### src/rtl/uab_pkg.sv
package uab_pkg;

  localparam logic [7:0] ACK_FIRST  = 8'h4F;
  localparam logic [7:0] ACK_SECOND = 8'h4B;
  localparam int unsigned SYNC_RISES = 4;

  typedef enum logic [1:0] {
    SEQ_SYNC,
    SEQ_ACK_O,
    SEQ_ACK_K,
    SEQ_RUN
  } seq_state_t;

  typedef enum logic [1:0] {
    MTR_IDLE,
    MTR_COUNT,
    MTR_STOP,
    MTR_DONE
  } mtr_state_t;

  typedef enum logic [1:0] {
    RCV_IDLE,
    RCV_START,
    RCV_DATA,
    RCV_STOP
  } rcv_state_t;

endpackage

### src/rtl/uab_meter.sv
module uab_meter
  import uab_pkg::*;
#(
  parameter int unsigned CNT_W      = 12,
  parameter int unsigned MIN_PERIOD = 8,
  localparam int unsigned PER_W     = CNT_W - 3
) (
  input  logic             clk,
  input  logic             rst_n,
  input  logic             en_i,
  input  logic             line_i,
  input  logic             fall_i,
  input  logic             rise_i,
  output logic             done_o,
  output logic [PER_W-1:0] period_o
);

  localparam int unsigned RISE_W = $clog2(SYNC_RISES + 1);

  mtr_state_t        state_q, state_n;
  logic [CNT_W-1:0]  cnt_q, cnt_n;
  logic [CNT_W-1:0]  timer_q, timer_n;
  logic [RISE_W-1:0] rises_q, rises_n;
  logic [PER_W-1:0]  period_q, period_n;
  logic              done_q, done_n;
  logic [PER_W-1:0]  cand;

  assign cand = cnt_q[CNT_W-1:3];

  always_comb begin
    state_n  = state_q;
    cnt_n    = cnt_q;
    timer_n  = timer_q;
    rises_n  = rises_q;
    period_n = period_q;
    done_n   = 1'b0;
    unique case (state_q)
      MTR_IDLE: begin
        if (en_i && fall_i) begin
          cnt_n   = CNT_W'(1);
          rises_n = '0;
          state_n = MTR_COUNT;
        end
      end
      MTR_COUNT: begin
        cnt_n = cnt_q + CNT_W'(1);
        if (!en_i || (cnt_q == {CNT_W{1'b1}})) begin
          state_n = MTR_IDLE;
        end else if (rise_i) begin
          rises_n = rises_q + RISE_W'(1);
          if (rises_q == RISE_W'(SYNC_RISES - 1)) begin
            if (cand < PER_W'(MIN_PERIOD)) begin
              state_n = MTR_IDLE;
            end else begin
              period_n = cand;
              timer_n  = CNT_W'(cand) + CNT_W'(cand >> 1) - CNT_W'(1);
              state_n  = MTR_STOP;
            end
          end
        end
      end
      MTR_STOP: begin
        if (!en_i) begin
          state_n = MTR_IDLE;
        end else if (timer_q == '0) begin
          if (line_i) begin
            done_n  = 1'b1;
            state_n = MTR_DONE;
          end else begin
            state_n = MTR_IDLE;
          end
        end else begin
          timer_n = timer_q - CNT_W'(1);
        end
      end
      MTR_DONE: begin
        if (!en_i) state_n = MTR_IDLE;
      end
      default: state_n = MTR_IDLE;
    endcase
  end

  always_ff @(posedge clk or negedge rst_n) begin
    if (!rst_n) begin
      state_q  <= MTR_IDLE;
      cnt_q    <= '0;
      timer_q  <= '0;
      rises_q  <= '0;
      period_q <= '0;
      done_q   <= 1'b0;
    end else begin
      state_q  <= state_n;
      cnt_q    <= cnt_n;
      timer_q  <= timer_n;
      rises_q  <= rises_n;
      period_q <= period_n;
      done_q   <= done_n;
    end
  end

  assign done_o   = done_q;
  assign period_o = period_q;

  // an accepted measurement never reports a period below the minimum
  a_r3_min_period: assert property (@(posedge clk) disable iff (!rst_n)
    done_o |-> (period_o >= PER_W'(MIN_PERIOD)));

  // completion only follows a high line at the stop-bit sample point
  a_r4_stop_high: assert property (@(posedge clk) disable iff (!rst_n)
    done_o |-> $past(line_i));

endmodule

### src/rtl/uab_rx.sv
module uab_rx
  import uab_pkg::*;
#(
  parameter int unsigned PER_W = 9
) (
  input  logic             clk,
  input  logic             rst_n,
  input  logic             en_i,
  input  logic             line_i,
  input  logic             fall_i,
  input  logic [PER_W-1:0] period_i,
  output logic [7:0]       data_o,
  output logic             valid_o,
  output logic             ferr_o
);

  rcv_state_t       state_q, state_n;
  logic [PER_W-1:0] timer_q, timer_n;
  logic [2:0]       bit_q, bit_n;
  logic [7:0]       sh_q, sh_n;
  logic             valid_q, valid_n;
  logic             ferr_q, ferr_n;

  always_comb begin
    state_n = state_q;
    timer_n = timer_q;
    bit_n   = bit_q;
    sh_n    = sh_q;
    valid_n = 1'b0;
    ferr_n  = 1'b0;
    unique case (state_q)
      RCV_IDLE: begin
        if (en_i && fall_i) begin
          timer_n = (period_i >> 1) - PER_W'(1);
          state_n = RCV_START;
        end
      end
      RCV_START: begin
        if (timer_q == '0) begin
          if (!line_i) begin
            timer_n = period_i - PER_W'(1);
            bit_n   = '0;
            state_n = RCV_DATA;
          end else begin
            state_n = RCV_IDLE;
          end
        end else begin
          timer_n = timer_q - PER_W'(1);
        end
      end
      RCV_DATA: begin
        if (timer_q == '0) begin
          sh_n    = {line_i, sh_q[7:1]};
          timer_n = period_i - PER_W'(1);
          if (bit_q == 3'd7) state_n = RCV_STOP;
          else               bit_n   = bit_q + 3'd1;
        end else begin
          timer_n = timer_q - PER_W'(1);
        end
      end
      RCV_STOP: begin
        if (timer_q == '0) begin
          if (line_i) valid_n = 1'b1;
          else        ferr_n  = 1'b1;
          state_n = RCV_IDLE;
        end else begin
          timer_n = timer_q - PER_W'(1);
        end
      end
      default: state_n = RCV_IDLE;
    endcase
  end

  always_ff @(posedge clk or negedge rst_n) begin
    if (!rst_n) begin
      state_q <= RCV_IDLE;
      timer_q <= '0;
      bit_q   <= '0;
      sh_q    <= '0;
      valid_q <= 1'b0;
      ferr_q  <= 1'b0;
    end else begin
      state_q <= state_n;
      timer_q <= timer_n;
      bit_q   <= bit_n;
      sh_q    <= sh_n;
      valid_q <= valid_n;
      ferr_q  <= ferr_n;
    end
  end

  assign data_o  = sh_q;
  assign valid_o = valid_q;
  assign ferr_o  = ferr_q;

  // each delivered byte is a single-cycle strobe
  a_r7_single_pulse: assert property (@(posedge clk) disable iff (!rst_n)
    valid_o |=> !valid_o);

  // a frame is either delivered or flagged, never both
  a_r9_one_outcome: assert property (@(posedge clk) disable iff (!rst_n)
    !(valid_o && ferr_o));

endmodule

### src/rtl/uab_tx.sv
module uab_tx #(
  parameter int unsigned PER_W = 9
) (
  input  logic             clk,
  input  logic             rst_n,
  input  logic             go_i,
  input  logic [7:0]       data_i,
  input  logic [PER_W-1:0] period_i,
  output logic             txd_o,
  output logic             busy_o,
  output logic             done_o
);

  logic [9:0]       sh_q, sh_n;
  logic [3:0]       left_q, left_n;
  logic [PER_W-1:0] timer_q, timer_n;
  logic             busy_q, busy_n;
  logic             done_q, done_n;

  always_comb begin
    sh_n    = sh_q;
    left_n  = left_q;
    timer_n = timer_q;
    busy_n  = busy_q;
    done_n  = 1'b0;
    if (!busy_q) begin
      if (go_i) begin
        sh_n    = {1'b1, data_i, 1'b0};
        left_n  = 4'd10;
        timer_n = period_i - PER_W'(1);
        busy_n  = 1'b1;
      end
    end else if (timer_q == '0) begin
      sh_n    = {1'b1, sh_q[9:1]};
      timer_n = period_i - PER_W'(1);
      left_n  = left_q - 4'd1;
      if (left_q == 4'd1) begin
        busy_n = 1'b0;
        done_n = 1'b1;
      end
    end else begin
      timer_n = timer_q - PER_W'(1);
    end
  end

  always_ff @(posedge clk or negedge rst_n) begin
    if (!rst_n) begin
      sh_q    <= '1;
      left_q  <= '0;
      timer_q <= '0;
      busy_q  <= 1'b0;
      done_q  <= 1'b0;
    end else begin
      sh_q    <= sh_n;
      left_q  <= left_n;
      timer_q <= timer_n;
      busy_q  <= busy_n;
      done_q  <= done_n;
    end
  end

  assign txd_o  = sh_q[0];
  assign busy_o = busy_q;
  assign done_o = done_q;

  // the line idles high whenever no frame is in flight
  a_r5_idle_high: assert property (@(posedge clk) disable iff (!rst_n)
    !busy_o |-> txd_o);

  // a new frame is only requested while the transmitter is idle
  a_r5_go_when_idle: assert property (@(posedge clk) disable iff (!rst_n)
    go_i |-> !busy_o);

endmodule

### src/rtl/uab_boot_rx.sv
module uab_boot_rx
  import uab_pkg::*;
#(
  parameter int unsigned CNT_W      = 12,
  parameter int unsigned MIN_PERIOD = 8
) (
  input  logic       clk,
  input  logic       rst_n,
  input  logic       rxd_i,
  output logic       txd_o,
  output logic [7:0] data_o,
  output logic       valid_o,
  output logic       locked_o,
  output logic       frame_err_o
);

  localparam int unsigned PER_W = CNT_W - 3;

  logic [1:0]       rst_pipe;
  logic             rst_ni;
  logic [2:0]       rx_pipe;
  logic             line, fall, rise;
  seq_state_t       seq_q, seq_n;
  logic             ferr_q, ferr_n;
  logic             mtr_done;
  logic [PER_W-1:0] period;
  logic             tx_go, tx_busy, tx_done;
  logic [7:0]       tx_data;
  logic             rx_valid, rx_ferr;
  logic [7:0]       rx_data;

  always_ff @(posedge clk or negedge rst_n) begin
    if (!rst_n) rst_pipe <= '0;
    else        rst_pipe <= {rst_pipe[0], 1'b1};
  end
  assign rst_ni = rst_pipe[1];

  always_ff @(posedge clk or negedge rst_ni) begin
    if (!rst_ni) rx_pipe <= '1;
    else         rx_pipe <= {rx_pipe[1:0], rxd_i};
  end
  assign line = rx_pipe[1];
  assign fall = rx_pipe[2] & ~rx_pipe[1];
  assign rise = ~rx_pipe[2] & rx_pipe[1];

  uab_meter #(.CNT_W(CNT_W), .MIN_PERIOD(MIN_PERIOD)) u_meter (
    .clk      (clk),
    .rst_n    (rst_ni),
    .en_i     (seq_q == SEQ_SYNC),
    .line_i   (line),
    .fall_i   (fall),
    .rise_i   (rise),
    .done_o   (mtr_done),
    .period_o (period)
  );

  always_comb begin
    seq_n   = seq_q;
    tx_go   = 1'b0;
    tx_data = ACK_FIRST;
    ferr_n  = ferr_q;
    unique case (seq_q)
      SEQ_SYNC: begin
        if (mtr_done) begin
          tx_go = 1'b1;
          seq_n = SEQ_ACK_O;
        end
      end
      SEQ_ACK_O: begin
        if (tx_done) begin
          tx_go   = 1'b1;
          tx_data = ACK_SECOND;
          seq_n   = SEQ_ACK_K;
        end
      end
      SEQ_ACK_K: begin
        if (tx_done) seq_n = SEQ_RUN;
      end
      SEQ_RUN: begin
        if (rx_ferr) ferr_n = 1'b1;
      end
      default: seq_n = SEQ_SYNC;
    endcase
  end

  always_ff @(posedge clk or negedge rst_ni) begin
    if (!rst_ni) begin
      seq_q  <= SEQ_SYNC;
      ferr_q <= 1'b0;
    end else begin
      seq_q  <= seq_n;
      ferr_q <= ferr_n;
    end
  end

  uab_tx #(.PER_W(PER_W)) u_tx (
    .clk      (clk),
    .rst_n    (rst_ni),
    .go_i     (tx_go),
    .data_i   (tx_data),
    .period_i (period),
    .txd_o    (txd_o),
    .busy_o   (tx_busy),
    .done_o   (tx_done)
  );

  uab_rx #(.PER_W(PER_W)) u_rx (
    .clk      (clk),
    .rst_n    (rst_ni),
    .en_i     (seq_q == SEQ_RUN),
    .line_i   (line),
    .fall_i   (fall),
    .period_i (period),
    .data_o   (rx_data),
    .valid_o  (rx_valid),
    .ferr_o   (rx_ferr)
  );

  assign data_o      = rx_data;
  assign valid_o     = rx_valid;
  assign locked_o    = (seq_q == SEQ_RUN);
  assign frame_err_o = ferr_q;

  // lock is never lost before reset
  a_r6_lock_holds: assert property (@(posedge clk) disable iff (!rst_ni)
    locked_o |=> locked_o);

  // lock only follows the end of the second acknowledge frame
  a_r6_lock_after_ack: assert property (@(posedge clk) disable iff (!rst_ni)
    $rose(locked_o) |-> $past(tx_done));

  // no byte is delivered before lock
  a_r8_quiet_unlocked: assert property (@(posedge clk) disable iff (!rst_ni)
    !locked_o |-> !valid_o);

  // the framing-error flag is sticky
  a_r9_err_sticky: assert property (@(posedge clk) disable iff (!rst_ni)
    frame_err_o |=> frame_err_o);

endmodule

### config.mk
export PLATFORM = sky130hd
export DESIGN_NAME = uab_boot_rx
export DESIGN_NICKNAME = d
export VERILOG_FILES = /design/src/rtl/uab_pkg.sv /design/src/rtl/uab_meter.sv /design/src/rtl/uab_rx.sv /design/src/rtl/uab_tx.sv /design/src/rtl/uab_boot_rx.sv
export SDC_FILE = /design/constraint.sdc
export NUM_CORES = 1
export LEC_CHECK = 0
export BUFFER_PORTS_ARGS = -buffer_cell sky130_fd_sc_hd__buf_2
export CAP_MARGIN = 20
export CORE_MARGIN = 3
export CORE_UTILIZATION = 55
export CTS_CLUSTER_SIZE = 16
export DETAILED_ROUTE_END_ITERATION = 10
export PLACE_DENSITY = 0.72
export SLEW_MARGIN = 20
export SYNTH_ARGS = -nofsm -noshare
export SYNTH_HDL_FRONTEND = slang
export SYNTH_SLANG_ARGS = --single-unit
### constraint.sdc
create_clock -name clk -period 6.25 [get_ports clk]
set_input_delay 0.625 -clock clk [delete_from_list [all_inputs] [get_ports clk]]
set_output_delay 0.625 -clock clk [all_outputs]
set_load 0.02 [all_outputs]
==> results of run 1 <==
state kept, by name, summed over array words and instances, names as in the netlist, 3 cells and up, named ones only:
signal	count
u_tx.left_q	4
u_meter.cnt_q	12
u_tx.timer_q	9
u_meter.timer_q	12
u_meter.rises_q	3
u_rx.bit_q	3
u_tx.sh_q	9
u_rx.data_o	8
rx_pipe	3
u_rx.timer_q	9
u_meter.period_o	9
placed cells by master, fill, tap and decap left out, drive strengths merged, types with 4 or more instances in the layout:
master   n
nor4     6
mux2    14
dfstp   12
xor2     8
clkbuf  11
mux2i    6
nor2b    5
or2      4
dfrtp   83
o31ai    5
and2     6
o21ai   44
nand3    7
xnor2   26
o22a     5
a21oi   32
a21o    11
ha      36
nand2   65
a22o    10
o211ai   7
nand4    6
nor2    56
a211oi   6
a221oi   4
inv     39
o221ai   5
a22oi    4
or3      4
nor3    14
nand2b   5
a21boi   4
a31oi    7
buf     16
routing by layer:
metal / part of all wire, % / GRT usage [%] / vias up
met5: 0 / 0 / -
met2: 47 / 35.0 / 92
met1: 48 / 31.4 / 2212
met3: 3.5 / 4.38 / 16
met4: 1.7 / 6.22 / 0
li1: - / - / 2219
power by group through the flow:
stage	sequential, mW	combinational [mW]	clock (mW)
global route	0.789	0.792	0.485
detailed placement	0.786	0.686	0
finish	0.777	0.702	0.447
global placement	0.780	0.667	0
CTS	0.775	0.690	0.459
floorplan	0.770	0.550	0
cell usage after synthesis, types with 10 or more instances:
cell      instances
mux2_2           14
nor2_1           54
nor3_1           14
a22o_1           10
inv_1            38
ha_1             36
a21o_1           11
xnor2_1          26
o21ai_0          43
a21oi_1          32
clkbuf_1         15
dfrtp_1          83
nand2_1          63
dfstp_2          12
worst max-delay path by stage:
stage                                                 to  depth (start not counted)
after floorplan                                async pin                          0
after global placement    u_meter.timer_q[9]$_DFFE_PN0P_                         10
after detailed placement  u_meter.timer_q[4]$_DFFE_PN0P_                          7
after CTS                 u_meter.timer_q[4]$_DFFE_PN0P_                          7
after global routing      u_meter.timer_q[9]$_DFFE_PN0P_                         10
final                     u_meter.timer_q[4]$_DFFE_PN0P_                          7
cells by family (layout without fill, tap and decap cells):
logic type | count (synthesis) | in the layout | share of synthesized area (%)
buffers and inverters | 60 | 70 | 4.15
multiplexers | 20 | 20 | 3.76
other | 1 | 1 | 0.0647
AO/OA/AOI/OAI | 172 | 172 | 20.3
AND/OR/NAND/NOR | 196 | 196 | 17.2
adder cells (fa/ha/maj) | 37 | 37 | 8.12
XOR/XNOR | 34 | 34 | 5.14
flip-flops | 95 | 95 | 41.3
area by class of cell:
cell class | instances | area, um2 | area share [%]
Timing Repair Buffer | 16 | 85.1 | 1.38
Sequential cell | 95 | 2400 | 38.9
Multi-Input combinational cell | 460 | 3160 | 51.3
Inverter | 38 | 143 | 2.31
Clock inverter | 5 | 81.3 | 1.32
Tap cell | 133 | 166 | 2.70
Clock buffer | 11 | 131 | 2.13
metrics by stage:
stage,worst slack (ns),hold slack [ns]
final,3.20,0.0355
after global placement,3.39,0.265
after global routing,3.06,0.00731
after CTS,3.27,0.0170
after detailed placement,3.29,0.264
after floorplan,3.43,0.329
==> results.yml, run 1 <==
cells_and_area:
  num-fill-cells: 829
  antenna_cells: 0
  fin_nets: 660
  areaGrowthSynthToFinish_pct: 6.46
  fin_area_um2: 6170
  layout-drive-gt1-share_pct: 12.0
  stdcell_count: 758
  finish.utilization_pct: 61.7
sta:
  setup_tns_ns: 0
  drv_slew: 0
  fin_crit_sh_pct: 48.9
  clock_skew_ns: 0.0107
  fmax_mhz: 327
  grt_setup_unrepaired: "false"
  final-setup-viol-count: 0
  hold_viol: 0
  slew_headroom_pct: 24.5
  final.min_clock_period_ns: 3.05
  worst_pin_slew_ns: 1.13
pwr:
  vdd_drop_max_mv: 0.197
  pwr-share-clk_pct: 23.2
  swShare_pct: 37.7
  p_comb_share_pct: 36.4
  power_frac_seq_pct: 40.3
  power_mw: 1.93
  power_leakage_nw: 2.84
  power.density_nw_per_um2: 312
  p_sw_uw: 726
  p_int_mw: 1.20
floorplanning:
  die_w_um: 109
  ios: 15
  core_area_um2: 10000
  fp-row-count: 36
  die_area_um2: 11800
  die_h_um: 109
  start_util_pct: 57.9
cts:
  cts_htree_levels: 3
  cts-root-buf: "clkbuf_8"
  cts_made_buffers: 9
  clockBufferDepth: 2
  ctsResizeCount: 0
  hold_buffers: 0
  cts_sinks: 95
  cts_tree: "built"
  cts_setup_buffers: 0
  cts.reportedPaths.clkPinSlew_ns: 0.09
  insertion_delay_ns: 0.37
yosys:
  synth_nets: 655
  synth_ff_type: "dfrtp_1"
  synth_edf_count: 0
  synth_top_area_share_pct: 35.9
  synth_cells: 615
  yosysWarnings: 0
  yosys.area.top_type: "dfrtp_1"
  postSynthAreaPerCell_um2: 9.42
  synth.area.top_cells: "dfrtp_1, ha_1, dfstp_2"
  async_reset_ff_share_pct: 100
  synth_seq_cells: 95
  ys_types: 72
  syn_area_um2: 5790
  seq_area_frac_synth_pct: 41.3
setup_path:
  worstSetupPathType: "flop to flop"
  worst_setup_path_end_kind: "flop"
  worstPathArrival_ns: 3.25
  slowest_delay_ns: 0.93
  rrSetupSlack_ns: 3.20
  crit_family: "simple AND/OR/NAND/NOR gates"
  cpMaxStageDelayCell: "nor2b_1"
  required_ns: 6.44
  r2r_end: "u_meter.timer_q[4]$_DFFE_PN0P_"
  worstSetupStartpointType: "flop"
  reg2reg_from: "u_meter.state_q[1]$_DFFE_PN0P_"
  crit_start: "u_meter.state_q[1]$_DFFE_PN0P_"
  crit_fanout: 17
  path_cells: "nor2b_1 > mux2i_1 > ha_1 > nand2_1 > or2_2 > a2111oi_0 > a311oi_1"
  ff2ff_path_depth: 7
  critPathBufInv: 0
detailed_routing:
  drt_wl_total_mm: 12.3
  avgRoutedWirePerCell_um: 16.3
  drt_iter0_markers: 295
  drc: 0
  vias: 4539
  postRouteAntennaNets: 0
  via_per_inst: 5.99
  dr.pass1.iters: 5
place:
  gp_congestion: 0.861
  numPortBuffers: 14
  dp.cells: 742
  placed_area_um2: 5950
  dp_hpwl_mm: 8.95
global_routing:
  grt_start_max_net_pins: 65
  antenna_found_initial: 0
  grt_pass1_wl_mm: 20.8
  grt_pass1_vias: 4264
  grt_use_total_pct: 22.2
  overflow: 0
hold_path:
  min_path_type: "primary input to async pin"
run:
  drv_cap: 0
status:
  status: "completed"
Note: power is estimated with default switching activity, not from simulation.
==> run 2: changes to the inputs <==
--- a/config.mk
+++ b/config.mk
@@ -11,7 +11,7 @@
 export CORE_UTILIZATION = 55
 export CTS_CLUSTER_SIZE = 16
 export DETAILED_ROUTE_END_ITERATION = 10
-export PLACE_DENSITY = 0.72
+export PLACE_DENSITY = 0.74
 export SLEW_MARGIN = 20
 export SYNTH_ARGS = -nofsm -noshare
 export SYNTH_HDL_FRONTEND = slang
==> constraint.sdc (replaced) <==
create_clock -name clk -period 2.65 [get_ports clk]
set_input_delay 0.265 -clock clk [delete_from_list [all_inputs] [get_ports clk]]
set_output_delay 0.265 -clock clk [all_outputs]
set_load 0.02 [all_outputs]
==> run 2 against run 1 <==
Net effect:
- sequential share of layout area down 1.9 points
- combinational power rose to 2.7 times the previous value
- clock-buffer cell count down 1
- fmax up 19%
- worst setup slack worse by 3.1 ns
- global-route usage up 1.6 points
==> results.yml, run 2 (synthesis gave the netlist of run 1 again) <==
status:
  status: "completed"
cts:
  cts_htree_levels: 3
  cts_tree: "built"
  cts.reportedPaths.clkPinSlew_ns: 0.10
  cts_made_buffers: 9
  clockBufferDepth: 2
  cts_sinks: 95
  insertion_delay_ns: 0.37
  cts-root-buf: "clkbuf_8"
cells_and_area:
  num-fill-cells: 826
  fin_nets: 693
  antenna_cells: 0
  stdcell_count: 791
  final_common_cell: "dfrtp_1"
  reg_top3: "u_meter.cnt_q x12, u_meter.timer_q x12"
  layout-drive-gt1-share_pct: 18.1
  areaGrowthSynthToFinish_pct: 11.9
  layout_common_cells: "dfrtp_1, nand2_1, nor2_1, o21ai_0, inv_1"
floorplanning:
  start_util_pct: 57.9
  fp-row-count: 36
  die_area_um2: 11800
  die_w_um: 109
  ios: 15
  core_area_um2: 10000
  die_h_um: 109
sta:
  fmax_mhz: 389
  setup_slack_ns: 0.0781
  fin_crit_sh_pct: 97.1
  hold_viol: 0
  worst_pin_slew_ns: 0.889
  slew_headroom_pct: 40.7
  drv_slew: 0
  grt_setup_unrepaired: "true"
  final.min_clock_period_ns: 2.57
  clock_skew_ns: 0.0173
  final-setup-viol-count: 0
detailed_routing:
  drc: 0
  drt_wl_total_mm: 13.2
  avgRoutedWirePerCell_um: 16.6
  via_per_inst: 6.00
  postRouteAntennaNets: 0
  wl_met2_mm: 6.40
  top_layer_used: "met4"
  dr.pass1.iters: 5
  drt_iter0_markers: 305
  wl_met1_mm: 6.08
  wl_met3_um: 485
  vias: 4746
global_routing:
  overflow: 0
  antenna_found_initial: 0
  grt_pass1_vias: 4662
  grt_pass1_wl_mm: 22.5
  grt_start_max_net_pins: 70
  grt_use_total_pct: 23.8
setup_path:
  crit_start: "u_meter.cnt_q[4]$_DFFE_PN0P_"
  reg2reg_from: "u_meter.cnt_q[4]$_DFFE_PN0P_"
  slowest_delay_ns: 0.42
  path_cells: "ha_2 > inv_1 > fa_2 > xor2_1 > nand4b_1 > a21boi_0 > a211oi_2 > and3_1 > or3_1"
  cpMaxStageDelayCell: "a21boi_0"
  crit_family: "simple AND/OR/NAND/NOR gates"
  worstPathArrival_ns: 2.83
  critPathBufInv: 1
  crit_fanout: 4
  worst_setup_path_end_kind: "flop"
  required_ns: 2.90
  worstSetupStartpointType: "flop"
  worstSetupPathType: "flop to flop"
place:
  pre_cts_ws_ns: -0.0522
  dp.cells: 766
  gp_congestion: 0.862
  numPortBuffers: 14
  dp_hpwl_mm: 9.45
pwr:
  power.density_nw_per_um2: 723
  power_frac_seq_pct: 39.1
  power_leakage_nw: 3.00
  p_comb_share_pct: 40.0
  vdd_drop_max_mv: 0.580
  p_sw_mw: 1.77
  pwr-share-clk_pct: 20.9
  power_mw: 4.69
  p_int_mw: 2.92
  swShare_pct: 37.7
run:
  drv_cap: 0
hold_path:
  min_path_type: "primary input to async pin"
==> run 2: cell count changes in the layout (fill, tap and decap cells not counted), sizes merged <==
cell | before | now
clkinvlp | 1 | 2
clkinv | 1 | 2
buf | 16 | 47
bufinv | 2 | 1
clkbuf | 11 | 10
dlygate4sd3 | 0 | 2
==> run 2: final cells by class <==
class                           count  area [um2]  share of cell area (%)
Sequential cell                    95        2400                    37.0
Clock buffer                       10         128                    1.97
Clock inverter                      6        71.3                    1.10
Multi-Input combinational cell    460        3240                    49.9
Tap cell                          133         166                    2.57
Inverter                           38         143                    2.20
Timing Repair Buffer               49         338                    5.21
==> run 2: worst register-to-register path: cells and delay by family, from the launching register on <==
kind,cells,cell delay [ns]
xor gates and xnor gates,1,0.20
and+or+nand+nor,3,0.70
DFF,1,0.40
adders and majority gates,2,0.57
AOI/OAI and AO/OA,2,0.54
buffers and inverters,1,0.05
==> run 2: what timing repair did <==
action | in CTS | in global routing
pin swaps | 1 | 7
endpoints found under the setup margin | 2 | 6
setup buffers | 1 | 6
hold buffers | 2 | 0
hold endpoints to repair | 3 | 0
resized for setup | 2 | 16
==> run 2: per-stage QoR <==
step	TNS (ns)	hold WS, ns	cell area [um2]	util [%]
detailed placement	-0.0886	0.0521	6130	61.3
floorplan	0	-0.0306	5800	-
global route	-0.0414	0.220	6480	64.8
CTS	0	0.188	6370	63.7
global placement	0	0.0504	6130	61.3
finish	0	0.249	6480	64.8
==> run 2: worst paths after layout <==
kind | to | slack [ns] | cells past startpoint
setup reg to reg | u_meter.timer_q[9]$_DFFE_PN0P_ | 0.08 | 9
hold reg to reg | rst_pipe[1]$_DFF_PN0_ | 0.37 | 0
hold / removal | rst_pipe[1]$_DFF_PN0_ | 0.25 | 2
setup / recovery | u_meter.timer_q[9]$_DFFE_PN0P_ | 0.08 | 9
min in group clk | rst_pipe[1]$_DFF_PN0_ | 0.37 | 0
max in group asynchronous | async pin | 1.42 | 1
==> run 2: power by group through the flow <==
stage               clock network (mW)  registers, mW  logic [mW]
floorplan                            0           1.82        1.30
global placement                     0           1.84        1.67
detailed placement                   0           1.86        1.73
CTS                               1.00           1.83        1.76
global route                      1.06           1.87        2.11
finish                           0.979           1.83        1.88
==> run 2: routing by layer <==
layer | GRT usage [%] | up-vias
met5 | 0 | -
met4 | 6.13 | 0
met3 | 4.14 | 23
met2 | 39.6 | 121
met1 | 32.3 | 2323
li1 | - | 2279
==> run 3: changes to the inputs <==
--- a/config.mk
+++ b/config.mk
@@ -7,11 +7,13 @@
 export LEC_CHECK = 0
 export BUFFER_PORTS_ARGS = -buffer_cell sky130_fd_sc_hd__buf_2
 export CAP_MARGIN = 20
+export CELL_PAD_IN_SITES_DETAIL_PLACEMENT = 1
+export CELL_PAD_IN_SITES_GLOBAL_PLACEMENT = 1
 export CORE_MARGIN = 3
-export CORE_UTILIZATION = 55
+export CORE_UTILIZATION = 45
 export CTS_CLUSTER_SIZE = 16
 export DETAILED_ROUTE_END_ITERATION = 10
-export PLACE_DENSITY = 0.74
+export PLACE_DENSITY_LB_ADDON = 0.1
 export SLEW_MARGIN = 20
 export SYNTH_ARGS = -nofsm -noshare
 export SYNTH_HDL_FRONTEND = slang
==> run 3 against run 2 <==
Net effect:
- sequential share of layout area is 0.90 points lower
- first-iteration DRC count shrank 4.6%
- global-route usage down 1.9 points
- cell area increased by 2.4%
- die area rose by 21%
- worst setup slack worse by 0.025 ns
- largest cell class unchanged
- critical path depth unchanged
==> results.yml, run 3 (synthesis gave the netlist of run 1 again) <==
floorplanning:
  die_w_um: 119
  start_util_pct: 47.0
  die_area_um2: 14300
  ios: 15
  die_h_um: 119
  fp-row-count: 40
  core_area_um2: 12300
detailed_routing:
  postRouteAntennaNets: 0
  wl_met2_mm: 7.59
  dr.pass1.iters: 4
  wl_met3_um: 285
  wl_met1_mm: 6.89
  drc: 0
  drt_iter0_markers: 291
  avgRoutedWirePerCell_um: 18.1
  via_per_inst: 5.75
  drt_wl_total_mm: 15.0
  vias: 4750
  top_layer_used: "met4"
cells_and_area:
  antenna_cells: 0
  layout-drive-gt1-share_pct: 19.1
  layout_common_cells: "dfrtp_1, nand2_1, nor2_1, o21ai_0, inv_1"
  reg_top3: "u_meter.cnt_q x12, u_meter.timer_q x12"
  final_common_cell: "dfrtp_1"
  fin_nets: 693
  areaGrowthSynthToFinish_pct: 14.6
  fin_area_um2: 6640
  num-fill-cells: 1423
status:
  status: "completed"
global_routing:
  overflow: 0
  grt_pass1_vias: 5051
  grt_pass1_wl_mm: 25.5
  antenna_found_initial: 0
  grt_use_total_pct: 21.9
  grt_start_max_net_pins: 70
cts:
  cts-root-buf: "clkbuf_16"
  cts_htree_levels: 3
  cts_sinks: 95
  clockBufferDepth: 2
  cts.reportedPaths.clkPinSlew_ns: 0.07
  cts_made_buffers: 9
  insertion_delay_ns: 0.35
  cts_tree: "built"
place:
  gp_congestion: 0.824
  dp_hpwl_mm: 11.0
  placed_area_um2: 6210
  numPortBuffers: 14
sta:
  worst_pin_slew_ns: 0.641
  fin_crit_sh_pct: 98.0
  grt_setup_unrepaired: "true"
  slew_headroom_pct: 57.2
  final.min_clock_period_ns: 2.60
  clock_skew_ns: 0.00774
  final-setup-viol-count: 0
  setup_tns_ns: 0
  drv_slew: 0
  hold_viol: 0
  fmax_mhz: 385
pwr:
  vdd_drop_max_mv: 0.524
  power.density_nw_per_um2: 764
  power_leakage_nw: 3.05
setup_path:
  worst_setup_path_end_kind: "flop"
  worstPathArrival_ns: 2.82
  crit_fanout: 4
  worstSetupPathType: "flop to flop"
  required_ns: 2.87
  worstSetupStartpointType: "flop"
run:
  drv_cap: 0
hold_path:
  min_path_type: "primary input to flop"
run 3: through the flow:
step / utilization [%] / hold WS, ns / worst slack [ns] / total power [mW] / instances
2_1_floorplan: - / -0.0306 / 0.0632 / 3.11 / 615
6_report: 53.9 / 0.0195 / 0.0530 / 5.07 / 826
4_1_cts: 52.9 / 0.00501 / 0.00000866 / 4.98 / 820
5_1_grt: 53.9 / 0.0140 / -0.101 / 5.45 / 826
3_5_place_dp: 50.4 / 0.0511 / -0.0372 / 3.70 / 803
3_3_place_gp: 50.4 / 0.0496 / 0.0618 / 3.61 / 803
run 3: power breakdown:
group          leakage [nW]  switching (mW)  internal (mW)
Clock                 0.133           0.578          0.667
Combinational          1.67            1.14          0.869
Sequential             1.25           0.180           1.64
Total                  3.05            1.90           3.18
run 3: what timing repair did:
action / 4_1_cts / 5_1_grt
gates resized for setup: 6 / 21
setup buffers: 0 / 6
hold buffers: 1 / 0
pin swaps: 1 / 7
cloned: 0 / 0
endpoints found under the setup margin: 2 / 9
hold endpoints to repair: 2 / 0
run 3: final timing paths:
kind                                              startpoint                             end  slack, ns  cells past startpoint
worst max-delay path            u_meter.cnt_q[6]$_DFFE_PN0P_  u_meter.timer_q[9]$_DFFE_PN0P_       0.05                      9
worst min-delay path                                   rxd_i            rx_pipe[0]$_DFF_PN1_       0.02                      1
worst max register to register  u_meter.cnt_q[6]$_DFFE_PN0P_  u_meter.timer_q[9]$_DFFE_PN0P_       0.05                      9
worst min register to register         rst_pipe[1]$_DFF_PN0_    u_meter.cnt_q[0]$_DFFE_PN0P_       0.24                      0
max in group asynchronous              rst_pipe[1]$_DFF_PN0_        u_tx.sh_q[6]$_DFFE_PN1P_       1.69                      1
min in group asynchronous                              rst_n           rst_pipe[1]$_DFF_PN0_       0.24                      2
run 3: cell type report:
class,instances,area (um2),share of cell area (%)
well taps,168,210,3.17
clock buffers,12,246,3.71
multi-input cells,460,3260,49.2
clock inverters,4,30.0,0.452
inverters,38,143,2.15
repair buffers,49,348,5.24
flip-flops and latches,95,2400,36.1
run 3: per-layer routing:
layer  track usage (%)  vias up
li1                  -     2281
met1              27.9     2412
met2              38.5       42
met3              2.71       15
met4              7.59        0
met5                 0        -
run 3: critical path, stage by stage, from the launching register on:
cell,delay (ns)
dfrtp_1,0.41
inv_1,0.09
ha_1,0.31
a21o_1,0.22
a2111oi_4,0.35
a21oi_2,0.11
xnor2_1,0.18
a31o_2,0.30
and3_1,0.14
or3_1,0.37
